File: src/rtl/ser_tx_pkg.sv
package ser_tx_pkg;

    localparam int unsigned TICKS_PER_BIT = 16;

    typedef struct packed {
        logic       tag;
        logic [7:0] data;
    } tx_item_t;

    typedef struct packed {
        logic [1:0] len;
        logic       par_en;
        logic       par_odd;
        logic       par_stick;
        logic       nine;
        logic       stop2;
    } tx_frame_cfg_t;

    typedef enum logic [2:0] {
        ST_IDLE,
        ST_START,
        ST_DATA,
        ST_SLOT,
        ST_STOP,
        ST_BRK
    } tx_state_t;

    // Value of the bit that follows the data field
    function automatic logic slot_bit(input tx_frame_cfg_t c, input tx_item_t it);
        logic [7:0] masked;
        logic       ones;
        masked = it.data & (8'hFF >> (~c.len));
        ones   = ^masked;
        if (c.nine)
            return it.tag;
        if (c.par_stick)
            return c.par_odd;
        return c.par_odd ? ~ones : ones;
    endfunction

    // Watermark threshold as a fraction of the queue depth
    function automatic int unsigned level_thr(input logic [2:0] code, input int unsigned depth);
        case (code)
            3'd1:    return depth / 8;
            3'd2:    return depth / 4;
            3'd3:    return depth / 2;
            3'd4:    return (depth * 3) / 4;
            3'd5:    return (depth * 7) / 8;
            default: return 0;
        endcase
    endfunction

endpackage

File: src/rtl/ser_tx_fifo.sv
module ser_tx_fifo
    import ser_tx_pkg::*;
#(
    parameter  int unsigned DEPTH = 32,
    localparam int unsigned AW    = (DEPTH > 1) ? $clog2(DEPTH) : 1,
    localparam int unsigned CW    = $clog2(DEPTH + 1)
) (
    input  logic          clk,
    input  logic          rst,
    input  logic          deep_en,
    input  logic          push,
    input  tx_item_t      push_item,
    input  logic          pop,
    output tx_item_t      head,
    output logic [CW-1:0] count,
    output logic          empty,
    output logic          drop
);

    tx_item_t        mem [DEPTH];
    logic [AW-1:0]   wr_ptr, rd_ptr, wr_nxt, rd_nxt;
    logic [CW-1:0]   cap;
    logic            full, accept;

    generate
        if ((DEPTH & (DEPTH - 1)) == 0) begin : g_pow2
            assign wr_nxt = wr_ptr + 1'b1;
            assign rd_nxt = rd_ptr + 1'b1;
        end else begin : g_wrap
            assign wr_nxt = (wr_ptr == AW'(DEPTH - 1)) ? '0 : wr_ptr + 1'b1;
            assign rd_nxt = (rd_ptr == AW'(DEPTH - 1)) ? '0 : rd_ptr + 1'b1;
        end
    endgenerate

    always_comb begin
        cap    = deep_en ? CW'(DEPTH) : CW'(1);
        full   = (count >= cap);
        accept = push && (!full || pop);
        drop   = push && !accept;
        empty  = (count == '0);
        head   = mem[rd_ptr];
    end

    always_ff @(posedge clk) begin
        if (accept)
            mem[wr_ptr] <= push_item;
    end

    always_ff @(posedge clk) begin
        if (rst) begin
            wr_ptr <= '0;
            rd_ptr <= '0;
            count  <= '0;
        end else begin
            if (accept)
                wr_ptr <= wr_nxt;
            if (pop)
                rd_ptr <= rd_nxt;
            count <= count + CW'(accept) - CW'(pop);
        end
    end

endmodule

File: src/rtl/ser_tx_shifter.sv
module ser_tx_shifter
    import ser_tx_pkg::*;
(
    input  logic          clk,
    input  logic          rst,
    input  logic          baud_tick,
    input  tx_frame_cfg_t cfg,
    input  logic          brk,
    input  logic          item_valid,
    input  tx_item_t      item,
    output logic          pop,
    output logic          txd,
    output logic          busy
);

    localparam int unsigned TW = $clog2(TICKS_PER_BIT);

    tx_state_t     state;
    tx_frame_cfg_t fcfg_q;
    logic [TW-1:0] tcnt;
    logic [2:0]    bidx;
    logic [7:0]    shreg;
    logic          slot_q;
    logic          sidx;
    logic          bit_end;
    logic          last_data;

    always_comb begin
        pop       = (state == ST_IDLE) && !brk && item_valid;
        bit_end   = baud_tick && (tcnt == TW'(TICKS_PER_BIT - 1));
        last_data = (bidx == ({1'b0, fcfg_q.len} + 3'd4));
        busy      = (state == ST_START) || (state == ST_DATA) ||
                    (state == ST_SLOT)  || (state == ST_STOP);
        case (state)
            ST_START, ST_BRK: txd = 1'b0;
            ST_DATA:          txd = shreg[0];
            ST_SLOT:          txd = slot_q;
            default:          txd = 1'b1;
        endcase
    end

    always_ff @(posedge clk) begin
        if (rst) begin
            state  <= ST_IDLE;
            fcfg_q <= '0;
            tcnt   <= '0;
            bidx   <= '0;
            shreg  <= '0;
            slot_q <= 1'b0;
            sidx   <= 1'b0;
        end else begin
            case (state)
                ST_IDLE: begin
                    if (brk) begin
                        state <= ST_BRK;
                    end else if (item_valid) begin
                        shreg  <= item.data;
                        slot_q <= slot_bit(cfg, item);
                        fcfg_q <= cfg;
                        tcnt   <= '0;
                        state  <= ST_START;
                    end
                end
                ST_BRK: begin
                    if (!brk)
                        state <= ST_IDLE;
                end
                default: begin
                    if (baud_tick)
                        tcnt <= bit_end ? '0 : tcnt + 1'b1;
                    if (bit_end) begin
                        case (state)
                            ST_START: begin
                                bidx  <= '0;
                                state <= ST_DATA;
                            end
                            ST_DATA: begin
                                shreg <= shreg >> 1;
                                if (last_data) begin
                                    sidx  <= 1'b0;
                                    state <= (fcfg_q.nine || fcfg_q.par_en) ? ST_SLOT : ST_STOP;
                                end else begin
                                    bidx <= bidx + 3'd1;
                                end
                            end
                            ST_SLOT: begin
                                sidx  <= 1'b0;
                                state <= ST_STOP;
                            end
                            default: begin
                                if (!fcfg_q.stop2 || sidx)
                                    state <= ST_IDLE;
                                else
                                    sidx <= 1'b1;
                            end
                        endcase
                    end
                end
            endcase
        end
    end

endmodule

File: src/rtl/ser_tx_engine.sv
module ser_tx_engine
    import ser_tx_pkg::*;
#(
    parameter  int unsigned DEPTH = 32,
    localparam int unsigned CW    = $clog2(DEPTH + 1)
) (
    input  logic       clk,
    input  logic       rst,
    input  logic       wr_en,
    input  logic [7:0] wr_data,
    input  logic       wr_tag,
    input  logic [1:0] cfg_len,
    input  logic       cfg_par_en,
    input  logic       cfg_par_odd,
    input  logic       cfg_par_stick,
    input  logic       cfg_nine,
    input  logic       cfg_stop2,
    input  logic       cfg_fifo_en,
    input  logic [2:0] cfg_lvl,
    input  logic       cfg_brk,
    input  logic       baud_tick,
    output logic       txd,
    output logic       tx_irq,
    output logic       ovf_flag
);

    tx_item_t      wr_item, head;
    tx_frame_cfg_t frame_cfg;
    logic [CW-1:0] fifo_count, thr;
    logic          fifo_empty, fifo_drop;
    logic          sh_pop, sh_busy;
    logic          ovf_q;

    always_comb begin
        wr_item   = '{tag: wr_tag, data: wr_data};
        frame_cfg = '{len: cfg_len, par_en: cfg_par_en, par_odd: cfg_par_odd,
                      par_stick: cfg_par_stick, nine: cfg_nine, stop2: cfg_stop2};
        thr       = CW'(level_thr(cfg_lvl, DEPTH));
        tx_irq    = (fifo_count <= thr);
        ovf_flag  = ovf_q;
    end

    ser_tx_fifo #(.DEPTH(DEPTH)) fifo_i (
        .clk       (clk),
        .rst       (rst),
        .deep_en   (cfg_fifo_en),
        .push      (wr_en),
        .push_item (wr_item),
        .pop       (sh_pop),
        .head      (head),
        .count     (fifo_count),
        .empty     (fifo_empty),
        .drop      (fifo_drop)
    );

    ser_tx_shifter shifter_i (
        .clk        (clk),
        .rst        (rst),
        .baud_tick  (baud_tick),
        .cfg        (frame_cfg),
        .brk        (cfg_brk),
        .item_valid (!fifo_empty),
        .item       (head),
        .pop        (sh_pop),
        .txd        (txd),
        .busy       (sh_busy)
    );

    always_ff @(posedge clk) begin
        if (rst)
            ovf_q <= 1'b0;
        else if (fifo_drop)
            ovf_q <= 1'b1;
    end

endmodule

File: config.mk
export PLATFORM = sky130hd
export DESIGN_NAME = ser_tx_engine
export DESIGN_NICKNAME = d
export VERILOG_FILES = /design/src/rtl/ser_tx_pkg.sv /design/src/rtl/ser_tx_fifo.sv /design/src/rtl/ser_tx_shifter.sv /design/src/rtl/ser_tx_engine.sv
export SDC_FILE = /design/constraint.sdc
export NUM_CORES = 1
export LEC_CHECK = 0
export BUFFER_PORTS_ARGS = -buffer_cell sky130_fd_sc_hd__buf_2
export CAP_MARGIN = 20
export CORE_AREA = 2 2 160 162
export DETAILED_ROUTE_END_ITERATION = 8
export DIE_AREA = 0 0 162 164
export PLACE_DENSITY = 0.79
export SLEW_MARGIN = 20
export SYNTH_ARGS = -nofsm -noshare
export SYNTH_HDL_FRONTEND = slang
export SYNTH_SLANG_ARGS = --single-unit
File: constraint.sdc
create_clock -name clk -period 5.7 [get_ports clk]
set_clock_uncertainty 0.1 [all_clocks]
set_input_delay 1.14 -clock clk [delete_from_list [all_inputs] [get_ports clk]]
set_output_delay 1.14 -clock clk [all_outputs]
set_load 0.01 [all_outputs]
* After elaboration in Yosys (flattened, before gate mapping)
Memory sizes are Yosys's and may differ from the RTL's. A register that Yosys moved wholly into a read port is not among the register bits. Index checks and enable logic that the tools add are counted.
Cells by class: add/subtract/negate cells 7, $lt $le $gt $ge 2, equality and inequality tests 19, shift operators 1, muxes and demuxes 47, bitwise operators 8, reductions and logical operators 30
Operators by type and width (number):
- $mux W8 | 4
- $pmux W5 S5 | 1
- $mux W3 | 8
- $mux W1 | 20
- $mux W4 | 4
- $pmux W8 S2 | 1
- $reduce_and A5 Y1 | 3
- $eq A3 B2 Y1 const B | 4
- $pmux W3 S2 | 2
- $add A5 B1 Y5 const B | 2
- $mux W5 | 2
- $eq A3 B3 Y1 const B | 3
- $pmux W3 S3 | 1
- $and A8 B8 Y8 | 1
- $ne A2 B2 Y1 const B | 4
- $pmux W4 S2 | 1
- $reduce_and A4 Y1 | 2
- $reduce_bool A2 Y1 | 4
- $reduce_xor A8 Y1 | 1
- $shr A8 B2 Y8 const A | 1
- $add A6 B1 Y6 | 1
- $eq A3 B1 Y1 const B | 2
- $ge A6 B6 Y1 | 1
- $le A6 B6 Y1 | 1
- other kinds (23) | 40
Word-level totals: bits in registers 42, memory bits (writable) 288, output and inout port bits 3, logic and storage cells 129, memories 1
Memories:
- fifo_i.mem | depth 32, bits a word 9, rd ports 1, clocked after Yosys merged registers in 1, wr ports 1, RTL line ser_tx_fifo.sv:20 | tx_item_t mem [DEPTH];

* Depth between registers and ports, before layout
depth in word-level cells 12, gate-level depth with buffers 18, gate-level depth less buffers 16

* Hierarchy
Synthesis repeated with hierarchy kept, for this count alone.
Unflattened totals: cells, all modules 886, area, all modules 13894.6 um2
By module, submodules not included:
- ser_tx_fifo | instances 1, cells each 688, area each 12306.8 um2, sequential area each 9068.7 um2
- ser_tx_shifter | instances 1, cells each 179, area each 1453.9 um2, sequential area each 500.5 um2
- ser_tx_engine | instances 1, cells each 19, area each 133.9 um2, sequential area each 20.0 um2

* Worst setup path after synthesis
No wires, ideal clock.
kind input-to-output, start point input port cfg_lvl[1], end point output port tx_irq, data arrival time 2.601 ns, required time 4.460 ns, path slack 1.859 ns, stages 11, path buffers 0, path through inv_1 ha_1 nor3_1 a31oi_1 nor2_1 nor2_1 ha_1 a21o_1 a21oi_1 a41oi_1 nor2_1
On the way: cells in the longest elaborated chain, start to end 3
RTL lines:
- start, declared | RTL line ser_tx_engine.sv:19 | input logic [2:0] cfg_lvl,
- $eq A3 B3 Y1, or another cell as far along | RTL line ser_tx_pkg.sv:43 | case (code)
- $pmux W5 S5 * | RTL line ser_tx_pkg.sv:43
- $le A6 B6 Y1 * | RTL line ser_tx_engine.sv:39 | tx_irq = (fifo_count <= thr);
- end, declared | RTL line ser_tx_engine.sv:23 | output logic tx_irq,
Mark *: on every way between the ends. The rest lies on a longest branch, timed or not.

* Final worst setup path
start point register shifter_i.state[2], end point memory fifo_i.mem[3][5] (netlist name) (enable)
On the way: cells in the longest elaborated chain, start to end 7
RTL lines:
- start, declared | RTL line ser_tx_shifter.sv:18 | tx_state_t state;
- start signal, assigned | RTL line ser_tx_shifter.sv:81 | state <= (fcfg_q.nine || fcfg_q.par_en) ? ST_SLOT : ST_STOP;
- $logic_not A3 Y1 | RTL line ser_tx_shifter.sv:29 | pop = (state == ST_IDLE) && !brk && item_valid;
- $logic_and A1 B1 Y1 (2 in a row) | RTL line ser_tx_shifter.sv:29
- $logic_or A1 B1 Y1 | RTL line ser_tx_fifo.sv:38 | accept = push && (!full || pop);
- $logic_and A1 B1 Y1 | RTL line ser_tx_fifo.sv:38
- $mux W1 | RTL line ser_tx_fifo.sv:45 | if (accept)
- $mux W1 (not written as such) | RTL line ser_tx_fifo.sv:46 | mem[wr_ptr] <= push_item;
- end, declared | RTL line ser_tx_fifo.sv:20
Every way passes these cells.

==> results.md <==
- Num Clock Sinks: roughly 340
- Port Buf Inserts: 27
- WL final: between 20000 and 30000 um
- Unrepaired setup endpoints after global routing: false
- Congestion Overflow GR: 0
- Util after Layout: 61.5%
- Detailed Place HPWL: between 15000 and 20000 um
- Rel. slew slack: 31.5%
- Setup crit end: fifo_i.mem[3][5]$_DFFE_PP_
- CP arrival: 4520 ps
- Post-Syn Instances: ~810
- Met1 WL: approximately 12000 um
- Routability cong.: around 0.88
- CP Max Fanout: 15
- Pin count of the biggest net entering global routing: 56
- Wire length on met2: 13200 um
- Top FF cell, synth: edfxtp_1
- Die W: 162 um
- Outcome: complete, no violations
- Worst reg2reg path endpoint: fifo_i.mem[3][5]$_DFFE_PP_
- CTS buffer count: 35
- Critical path class: reg2reg
- EDFF count, synth: roughly 290
- Pwr dens: roughly 440 nW/um2
- Hold_buf cts: 0
- Area Overhead vs Synth: 10.7%
- Async SR Flop Fraction: 0%
- I/O Pins: 28
- FILL cells: 1741
- Max-cap violations: 0
- Tmin final: between 4000 and 5000 ps
- Worst-path clk slew: ~60 ps
- Routed Antenna Nets: 0
- H-tree Lvls: 2
- First-pass GRT wire length: approximately 44000 um
- Die ar.: roughly 27000 um2
- DR iter-0 viols: approximately 990
- Initial antenna violation count: 0
- CTS tree: yes
- Wire length on met3: between 3000 and 4000 um
- Final cycle utilization of the critical path: between 70% and 80%
- Share of cells above drive strength 1: approximately a fifth
- Worst R2R Path Depth: 8
- R2R Setup Slk: ~1200 ps
- CTS Buffer Depth: 3
- Fin nets: a little under 900
- Non-Filler Instances: 1191
- Core Box Area: about 25000 um2
- Hold WC Path Type: reg2reg
- Number of global-route vias before repair: between 7000 and 8000
- Yosys warns: 0
- Most frequent cells in the layout: 288 x edfxtp_1, 96 x nor2_1, 75 x mux4_2, 45 x dfxtp_1, 38 x a21oi_1
- Peak Freq: about 220 MHz
- Final hold viol count: 0
- Syn Area/Cell: ~17 um2
- Setup-failing EPs final: 0
- Post-Syn Area: ~14000 um2
- Row cnt: between 50 and 60
- CTS root buf: clkbuf_16
- Most common cell after layout, fill and taps aside: edfxtp_1
- Launching element type of the critical path: register
- DRT Pass-1 Iters: 5
- Initial core utilization: roughly 56%
- Post-CTS Setup Bufs: 0
- Tightest Pin Transition: between 1000 and 1500 ps
- Diode count: 0
- Cell area after layout: roughly 15000 um2
- Drt drc: 0
- Seq/Total Area, Yosys: between 60 and 70%
- CP startpoint: shifter_i.state[2]$_SDFFE_PP0P_
- Yosys reg bits: 335
- Highest metal used: met4
- Dpl cell area: ~14000 um2
- Max Slew Vio Count: 0
- Skew-Pair Late Insertion Delay: slightly above 500 ps
- Post-synth cell types: 63
- Total negative slack: 0 ps
- Gr usage total: a little under a quarter
- Drt wl/cell: 24.5 um
- Vias after detailed routing: roughly 7400
- Critical path required time: 5730 ps
- LEAKAGE: 4.92 nW
- CTS resizes: 0
- Worst flop-to-flop path startpoint: shifter_i.state[2]$_SDFFE_PP0P_
- Syn_nets: roughly 850
- Placed cells: approximately 1100
- Via density per instance: ~6.2
- CP Capture Type: register
- VDD IR max: roughly 0.00028 V
- Die height: 164 um
[worst min-delay path by stage]
| stage | start | end | cells after the start |
|---|---|---|---|
| 2_1_floorplan | shifter_i.fcfg_q[1]$_SDFFE_PP0P_ | shifter_i.fcfg_q[1]$_SDFFE_PP0P_ | 2 |
| 3_3_place_gp | shifter_i.fcfg_q[4]$_SDFFE_PP0P_ | shifter_i.fcfg_q[4]$_SDFFE_PP0P_ | 2 |
| 3_5_place_dp | ovf_flag$_SDFFE_PP0P_ | ovf_flag$_SDFFE_PP0P_ | 2 |
| 4_1_cts | shifter_i.fcfg_q[4]$_SDFFE_PP0P_ | shifter_i.fcfg_q[4]$_SDFFE_PP0P_ | 2 |
| 5_1_grt | shifter_i.sidx$_SDFFE_PP0P_ | shifter_i.sidx$_SDFFE_PP0P_ | 2 |
| 6_report | shifter_i.fcfg_q[4]$_SDFFE_PP0P_ | shifter_i.fcfg_q[4]$_SDFFE_PP0P_ | 2 |
[critical path, stage by stage, from the launching register on]
cell and delay, ps:
dfxtp_1 460, nor2_1 280, nand2_1 240, or3_1 520
inv_1 390, nor2_1 120, nor2b_1 610, nand2_1 600
nor2_1 800
[layout make-up]
cell class	instances	area (um2)	share of cell area, %
clock buffers	52	1010	6.64
clock inverters	10	103	0.673
well taps	330	413	2.71
inverters	25	93.8	0.615
multi-input cells	406	3850	25.3
flip-flops and latches	335	9600	62.9
repair buffers	33	180	1.18
[per-layer routing]
metal / vias up / track usage, %
met5: - / 0
met4: 0 / 7.44
met3: 53 / 5.78
met2: 408 / 33.4
met1: 3698 / 33.3
li1: 3216 / -
[cell usage after synthesis, drive strengths merged (4+ instances only)]
cell type  instances  area share, %
nand2             30           0.82
a22o               4           0.25
nor3              12           0.44
a31oi              4           0.18
nor2b              5           0.23
xor2               8           0.51
edfxtp           288             63
nand4              8           0.36
a211oi             7           0.38
o21ai              8           0.29
clkbuf            15           0.41
dfxtp             47            6.8
a21oi             38            1.4
mux4              80             13
ha                21            1.9
nand2b             4           0.18
xnor2             10           0.69
o22ai              6           0.27
nor2              96            2.6
buf               24            1.3
mux2i             13            1.0
inv               25           0.68
[sequential cells by signal (all words and copies together), names as in the netlist, named ones only]
register and count:
fifo_i.count 6, fifo_i.mem 288, fifo_i.rd_ptr 5, fifo_i.wr_ptr 5, ovf_flag 1, shifter_i.bidx 3, shifter_i.fcfg_q 5, shifter_i.shreg 8
shifter_i.sidx 1, shifter_i.slot_q 1, shifter_i.state 3, shifter_i.tcnt 4
[cell families after synthesis]
kind of cell | after synthesis | synth area share [%]
XOR/XNOR | 19 | 1.36
buffers and inverters | 64 | 2.41
flip-flops | 335 | 69.6
AND/OR/NAND/NOR | 182 | 6.02
adder cells (fa/ha/maj) | 22 | 2.05
AO/OA/AOI/OAI | 88 | 4.13
multiplexers | 95 | 14.4
[power breakdown]
group | switching (W) | leakage [nW] | internal (W)
Clock | 0.000887 | 0.552 | 0.00132
Combinational | 0.000841 | 1.39 | 0.000728
Sequential | 0.000155 | 2.98 | 0.00278
[stage by stage]
stage	setup WS, ps	hold slack [ps]	power (W)
3_3_place_gp	1210	350	0.00451
4_1_cts	1330	364	0.00675
6_report	1220	360	0.00672
3_5_place_dp	1040	354	0.00455
2_1_floorplan	1860	336	0.00418
5_1_grt	844	394	0.00700
No activity file was read; power rests on OpenSTA's default activity.
